`config.mk`:
```
export PLATFORM = sky130hd
export DESIGN_NAME = boot_copier
export DESIGN_NICKNAME = d
export VERILOG_FILES = /design/src/rtl/boot_copier_pkg.sv /design/src/rtl/boot_rom.sv /design/src/rtl/copy_seq.sv /design/src/rtl/boot_copier.sv
export SDC_FILE = /design/constraint.sdc
export NUM_CORES = 1
export LEC_CHECK = 0
export BUFFER_PORTS_ARGS = -buffer_cell sky130_fd_sc_hd__buf_2
export CAP_MARGIN = 20
export CORE_ASPECT_RATIO = 0.7
export CORE_MARGIN = 4
export CORE_UTILIZATION = 47
export DETAILED_ROUTE_END_ITERATION = 12
export PLACE_DENSITY_LB_ADDON = 0.08
export SLEW_MARGIN = 0
export SYNTH_ARGS = -nofsm -noshare
export SYNTH_HDL_FRONTEND = slang
export SYNTH_SLANG_ARGS = --single-unit
```
`constraint.sdc`:
```
create_clock -name clk -period 2.4 [get_ports clk]
set_input_delay 0.24 -clock clk [delete_from_list [all_inputs] [get_ports clk]]
set_output_delay 0.24 -clock clk [all_outputs]
set_load 0.03 [all_outputs]
```
`src/rtl/boot_copier_pkg.sv`:
```
`timescale 1ns/1ps
package boot_copier_pkg;

  typedef enum logic [1:0] {
    CP_IDLE  = 2'd0,
    CP_READ  = 2'd1,
    CP_WRITE = 2'd2,
    CP_DONE  = 2'd3
  } cp_state_t;

  // Boot image contents: one word per index, truncated by the user.
  function automatic logic [31:0] image_word(input int unsigned idx);
    logic [31:0] a;
    a = idx * 32'd37 + 32'd5;
    return a ^ (idx >> 3);
  endfunction

endpackage

```
`src/rtl/boot_rom.sv`:
```
`timescale 1ns/1ps
module boot_rom #(
  parameter int IMG_LEN = 128,
  parameter int DATA_W  = 8,
  localparam int IDX_W  = (IMG_LEN > 1) ? $clog2(IMG_LEN) : 1
) (
  input  logic              clk,
  input  logic              rd_en,
  input  logic [IDX_W-1:0]  rd_idx,
  output logic [DATA_W-1:0] rd_data
);
  import boot_copier_pkg::*;

  logic [31:0] word;

  always_comb word = image_word(32'(rd_idx));

  // Synchronous read: data appears the cycle after rd_en.
  generate
    if (DATA_W <= 32) begin : g_narrow
      always_ff @(posedge clk) begin
        if (rd_en) rd_data <= word[DATA_W-1:0];
      end
    end else begin : g_wide
      always_ff @(posedge clk) begin
        if (rd_en) rd_data <= DATA_W'(word);
      end
    end
  endgenerate

endmodule

```
`src/rtl/copy_seq.sv`:
```
`timescale 1ns/1ps
module copy_seq #(
  parameter int IMG_LEN = 128,
  localparam int IDX_W  = (IMG_LEN > 1) ? $clog2(IMG_LEN) : 1,
  localparam logic [IDX_W-1:0] LAST_IDX = IDX_W'(IMG_LEN - 1)
) (
  input  logic             clk,
  input  logic             rst_n,
  input  logic             src_ready,
  input  logic             wr_ready,
  output logic             rom_rd,
  output logic [IDX_W-1:0] idx,
  output logic             wr_valid,
  output logic             cpu_hold,
  output logic             done
);
  import boot_copier_pkg::*;

  cp_state_t state;

  always_ff @(posedge clk or negedge rst_n) begin
    if (!rst_n) begin
      state <= CP_IDLE;
      idx   <= '0;
    end else begin
      unique case (state)
        CP_IDLE:  if (src_ready) state <= CP_READ;
        CP_READ:  state <= CP_WRITE;
        CP_WRITE: if (wr_ready) begin
                    if (idx == LAST_IDX) begin
                      state <= CP_DONE;
                    end else begin
                      idx   <= idx + 1'b1;
                      state <= CP_READ;
                    end
                  end
        CP_DONE:  state <= CP_DONE;
        default:  state <= CP_IDLE;
      endcase
    end
  end

  always_comb begin
    rom_rd   = (state == CP_READ);
    wr_valid = (state == CP_WRITE);
    cpu_hold = (state != CP_DONE);
    done     = (state == CP_DONE);
  end

  // a sampled ready while idle launches a table read next cycle
  a_r3_start_reads: assert property (@(posedge clk) disable iff (!rst_n)
    (state == CP_IDLE && src_ready) |=> rom_rd);

  // idle without ready keeps the processor held and the port quiet
  a_r2_idle_holds: assert property (@(posedge clk) disable iff (!rst_n)
    (state == CP_IDLE && !src_ready) |=> (cpu_hold && !wr_valid));

endmodule

```
`src/rtl/boot_copier.sv`:
```
`timescale 1ns/1ps
module boot_copier #(
  parameter int IMG_LEN = 128,
  parameter int ADDR_W  = 16,
  parameter int DATA_W  = 8
) (
  input  logic              clk,
  input  logic              rst_n,
  input  logic              src_ready,
  input  logic              wr_ready,
  output logic              wr_valid,
  output logic [ADDR_W-1:0] wr_addr,
  output logic [DATA_W-1:0] wr_data,
  output logic              cpu_hold,
  output logic              done
);
  localparam int IDX_W = (IMG_LEN > 1) ? $clog2(IMG_LEN) : 1;
  localparam logic [ADDR_W-1:0] LAST_ADDR = ADDR_W'(IMG_LEN - 1);

  logic             rom_rd;
  logic [IDX_W-1:0] idx;

  copy_seq #(.IMG_LEN(IMG_LEN)) u_seq (
    .clk       (clk),
    .rst_n     (rst_n),
    .src_ready (src_ready),
    .wr_ready  (wr_ready),
    .rom_rd    (rom_rd),
    .idx       (idx),
    .wr_valid  (wr_valid),
    .cpu_hold  (cpu_hold),
    .done      (done)
  );

  boot_rom #(.IMG_LEN(IMG_LEN), .DATA_W(DATA_W)) u_rom (
    .clk     (clk),
    .rd_en   (rom_rd),
    .rd_idx  (idx),
    .rd_data (wr_data)
  );

  always_comb wr_addr = ADDR_W'(idx);

  // a stalled beat is held unchanged
  a_r7_stall_stable: assert property (@(posedge clk) disable iff (!rst_n)
    (wr_valid && !wr_ready) |=> (wr_valid && $stable(wr_addr) && $stable(wr_data)));

  // an accepted beat is followed by a read cycle without a beat
  a_r6_gap_after_write: assert property (@(posedge clk) disable iff (!rst_n)
    (wr_valid && wr_ready) |=> !wr_valid);

  // release only right after the final address is accepted
  a_r8_release_after_last: assert property (@(posedge clk) disable iff (!rst_n)
    $fell(cpu_hold) |-> ($past(wr_valid && wr_ready && (wr_addr == LAST_ADDR)) && done));

  // done is sticky and the processor stays released
  a_r9_done_sticky: assert property (@(posedge clk) disable iff (!rst_n)
    done |=> (done && !cpu_hold));

  // no write beat once done
  a_r9_quiet_after_done: assert property (@(posedge clk) disable iff (!rst_n)
    done |-> !wr_valid);

endmodule

```
Word-level counts from Yosys, hierarchy flattened
Cells that the tools add are included.
{"block": "totals", "out_inout_bits": 27, "reg_bits": 17, "in_bits": 4, "word_cells": 22}
{"block": "classes", "reduce_logical": 3, "mux": 4, "multipliers": 1, "n_eq_ne": 7, "n_bitwise": 2, "n_addsub": 2}
{"operator": "8-bit by 3-bit adder with 8-bit output (second input constant)", "count": 1}
{"operator": "7-bit by 6-bit multiplier with 8-bit output (second input constant)", "count": 1}
{"operator": "2-bit one-hot mux with 4 select lines", "count": 1}
{"operator": "8-bit by 4-bit bitwise XOR with 8-bit output", "count": 1}
{"operator": "7-bit by 1-bit adder with 7-bit output (second input constant)", "count": 1}
{"operator": "7-bit equality test (second input constant)", "count": 1}
{"operator": "2-bit 2-to-1 mux", "count": 3}
{"operator": "2-bit inequality test (second input constant)", "count": 3}
{"operator": "2-bit equality test (second input constant)", "count": 2}
{"operator": "3-bit AND reduction", "count": 1}
{"operator": "2-bit by 1-bit equality test with 1-bit output (second input constant)", "count": 1}
{"operator": "2-bit zero test", "count": 1}
{"operator": "2-bit AND reduction", "count": 1}
{"operator": "1-bit NOT", "count": 1}

Logic depth before layout (Yosys ltp)
{"block": "logic_depth", "word_depth": 4, "mapped_depth": 7, "depth_no_buf": 7}

Cells and area by module
Synthesis repeated with hierarchy kept, for this count alone.
{"block": "hier_totals", "cells_unflattened": 105, "hier_area_um2": 1236.2}
{"mod": "boot_rom", "area_each_um2": 703.2, "n_inst": 1, "cells_per_inst": 56}
{"mod": "copy_seq", "area_each_um2": 461.7, "n_inst": 1, "cells_per_inst": 39}
{"mod": "boot_copier", "area_each_um2": 71.3, "n_inst": 1, "cells_per_inst": 10}

Worst setup path after synthesis
Ideal clock, no wire load.
{"block": "synth_path", "path_type": "register to register", "startpoint": "register u_seq.idx[4]", "endpoint": "register u_rom.rd_data[7], data pin", "path_slack_ns": -0.365, "arrival_time_ns": 2.505, "setup_time_ns": 0.260, "path_stages_with_launch": 8, "n_path_buf": 0, "cell_sequence": "dfrtp_1 ha_1 ha_1 fa_1 ha_1 and4_1 a221oi_2 xnor2_1"}
{"block": "synth_via", "elab_chain_cells": 3}
{"element": "start, declared", "line_no": "copy_seq.sv:12", "text": "output logic [IDX_W-1:0] idx,"}
{"element": "start signal, assigned", "line_no": "copy_seq.sv:33", "text": "idx <= idx + 1'b1;"}
{"element": "7-bit by 6-bit multiplier with 8-bit output", "line_no": "boot_copier_pkg.sv:14", "text": "a = idx * 32'd37 + 32'd5;"}
{"element": "8-bit by 3-bit adder with 8-bit output", "line_no": "boot_copier_pkg.sv:14"}
{"element": "8-bit by 4-bit bitwise XOR with 8-bit output", "line_no": "boot_copier_pkg.sv:15", "text": "return a ^ (idx >> 3);"}
{"element": "named net u_rom.word[7]", "line_no": "boot_rom.sv:14", "text": "logic [31:0] word;"}
{"element": "end signal, assigned", "line_no": "boot_rom.sv:22", "text": "if (rd_en) rd_data <= word[DATA_W-1:0];"}
{"element": "end, declared", "line_no": "boot_rom.sv:10", "text": "output logic [DATA_W-1:0] rd_data"}
The timed path passes the listed nets, and every way through them passes these cells.
A chain may end at the register's enable or synchronous reset.

Worst setup path in the final report
Ends and elaborated chain as after synthesis.

==> results_dict.tcl <==
set metrics [dict create \
    rsz0062_at_grt "true" \
    grt_start_max_net_pins 11 \
    reg2reg_to "u_rom.rd_data[7]" \
    syn-instance-count 106 \
    synth_fa_ha_area_share_pct 18.9 \
    seq_area_frac_synth_pct 37.8 \
    worstPathMaxFanout 2 \
    fmaxAchievable_ghz 0.415 \
    stdcell_area_mm2 0.00152 \
    drv_cap 0 \
    period_needed_ns 2.41 \
    synth.most_common_cell "xnor2_1" \
    clk_pin_slew_ns 0.07 \
    placementRows 15 \
    place_congestion 0.771 \
    place_inst 169 \
    avgSynthCellArea_um2 11.6 \
    ys_types 26 \
    yosys-mux-area-fraction_pct 0.813 \
    worstSetupPathType "reg2reg" \
    viasPerCell 4.82 \
    place_ws_ns 0.00670 \
    pin_count 31 \
    drt_wl_total_mm 2.31 \
    dieHeight_um 50.8 \
    placed_area_mm2 0.00146 \
    clock_sinks 17 \
    drive_gt1_share_pct 33.6 \
    slew_headroom_pct 58.2 \
    cts-root-buf "clkbuf_8" \
    grt_pass1_vias 806 \
    synth_edf_count 8 \
    cts_tree "built" \
    min-delay-start "src_ready" \
    cts_setup_buffers 0 \
    fp.dieW_um 69.2 \
    synthArstFlopShare_pct 52.9 \
    yosysTopAreaCell "edfxtp_1" \
    violations "negative setup slack" \
    wire_per_inst_um 13.3 \
    synth_top_area_share_pct 19.5 \
    n_antenna_cell 0 \
    clk_path_buf_depth 2 \
    core_mm2 0.00248 \
    grt_usage_pct 14.6 \
    drc 0 \
    fin_util_pct 61.2 \
    hold-path-cell-count 3 \
    port_buffers 21 \
    gr-total-overflow 0 \
    finClkSkew_ns 0.00482 \
    drtAntennaViolNets 0 \
    ys.warnings.count 0 \
    routed-via-count 839 \
    rr_startpoint "u_seq.idx[4]" \
    synth-seq-cells 17 \
    antenna_found_initial 0 \
    critPathRequiredTime_ns 2.40 \
    setup_violations 1 \
    mappedNetlistArea_mm2 0.00123 \
    finalNetCount 163 \
    slew_viol_final 0 \
    setup_slack_ns -0.0107 \
    critPathLaunchType "flop" \
    yosys_most_used_dff "dfrtp_1" \
    hold_path_class "in2reg" \
    synthSimpleGateAreaFrac_pct 7.83 \
    cp.arrival_ns 2.41 \
    grt_pass1_wl_mm 3.89 \
    synth_compound_area_share_pct 9.96 \
    drt-initial-drc-count 41 \
    endpoint_kind "flop" \
    dp_hpwl_mm 1.90 \
    synth_area_leaders "edfxtp_1, dfrtp_1, ha_1" \
    rr_worst_depth 7 \
    synthTopCellsByCount "xnor2_1, ha_1, buf_4, dfrtp_1, edfxtp_1" \
    final_hold_viol_count 0 \
    die_area_mm2 0.00352 \
    start_util_pct 49.7 \
    insertion_delay_ns 0.25 \
    worst_slew_pin_slew_ns 0.625 \
    r2r_setup_slack_ns -0.01 \
    status "finished with violations" \
    htreeDepth 1 \
    stdcell_count 174 \
    numCtsBuffers 3 \
    synthXorXnorAreaFrac_pct 16.5 \
    first_pass_iters 4 \
    area_delta_synth_final_pct 23.2 \
    holdPathEnd "u_seq.state[0]" \
    finalCritPeriodShare_pct 100 \
    synth_top_family_by_area "adder cells" \
]
worst max path at each step:
stage                  from                to  slack (ns)  depth (start not counted)
2_1_floorplan  u_seq.idx[4]  u_rom.rd_data[7]       -0.07                          7
3_3_place_gp   u_seq.idx[6]  u_rom.rd_data[7]        0.03                          7
3_5_place_dp   u_seq.idx[6]  u_rom.rd_data[7]       0.007                          7
4_1_cts        u_seq.idx[6]  u_rom.rd_data[7]      -0.004                          7
5_1_grt        u_seq.idx[3]  u_rom.rd_data[7]       -0.07                          7
6_report       u_seq.idx[4]  u_rom.rd_data[7]       -0.01                          7
critical path, cell delays in order, from the launching register on:
cell	delay, ns
dfrtp_2	0.42
ha_4	0.27
ha_4	0.19
fa_1	0.52
ha_4	0.21
and4_1	0.19
a221oi_2	0.25
xnor2_1	0.10
per-layer routing:
metal	vias up	routed length [um]	track usage (%)
met3	4	171	4.52
met5	-	0	0
met2	34	1010	22.9
li1	418	-	-
met4	0	39	5.84
met1	383	1090	18.8
registers in the layout, indices dropped and copies added (netlist names):
signal         flops
u_seq.state        2
u_seq.idx          7
u_rom.rd_data      8
layout make-up:
type	count	area, um^2
clock inverter	1	5.00
tap	34	42.5
multi-input combinational	82	748
clock buffer	3	41.3
fill	227	961
timing repair buffer	32	190
inverter	5	18.8
sequential	17	470
stage by stage:
step | hold WS (ns) | setup TNS (ns)
after floorplan | -0.0556 | -0.0679
after global placement | 0.107 | 0
after detailed placement | 0.108 | 0
after CTS | 0.179 | -0.00445
after global routing | 0.184 | -0.0733
final | 0.185 | -0.0107
kinds of logic after synthesis:
logic type | after synthesis
adder cells (fa/ha/maj) | 18
XOR/XNOR | 21
AND/OR/NAND/NOR | 18
other | 1
buffers and inverters | 15
AO/OA/AOI/OAI | 15
multiplexers | 1
flip-flops | 17
layout by cell type (no fill, tap or decap), types with 2 or more instances in the layout:
cell type  count
conb_1         9
a31oi_1        2
a21o_1         3
nor2_1         3
buf_4         10
nand4_1        3
edfxtp_1       8
xor2_1         2
ha_4           4
xnor2_1       18
and4_1         2
clkbuf_8       3
dfrtp_1        5
buf_2         21
ha_1          13
inv_1          5
o21ai_0        6
nand2_1        6
nor2b_1        2
dfrtp_2        4
timing repair:
action | in CTS | in global routing
setup endpoints to repair | 1 | 1
pin swaps | 0 | 1
gates resized for setup | 0 | 0
endpoints found under the hold margin | 9 | 0
hold buffers | 1 | 0
Power is left out: the tool's default activity adds up to more than one toggle a clock period on the data nets, which glitch-free logic cannot reach.
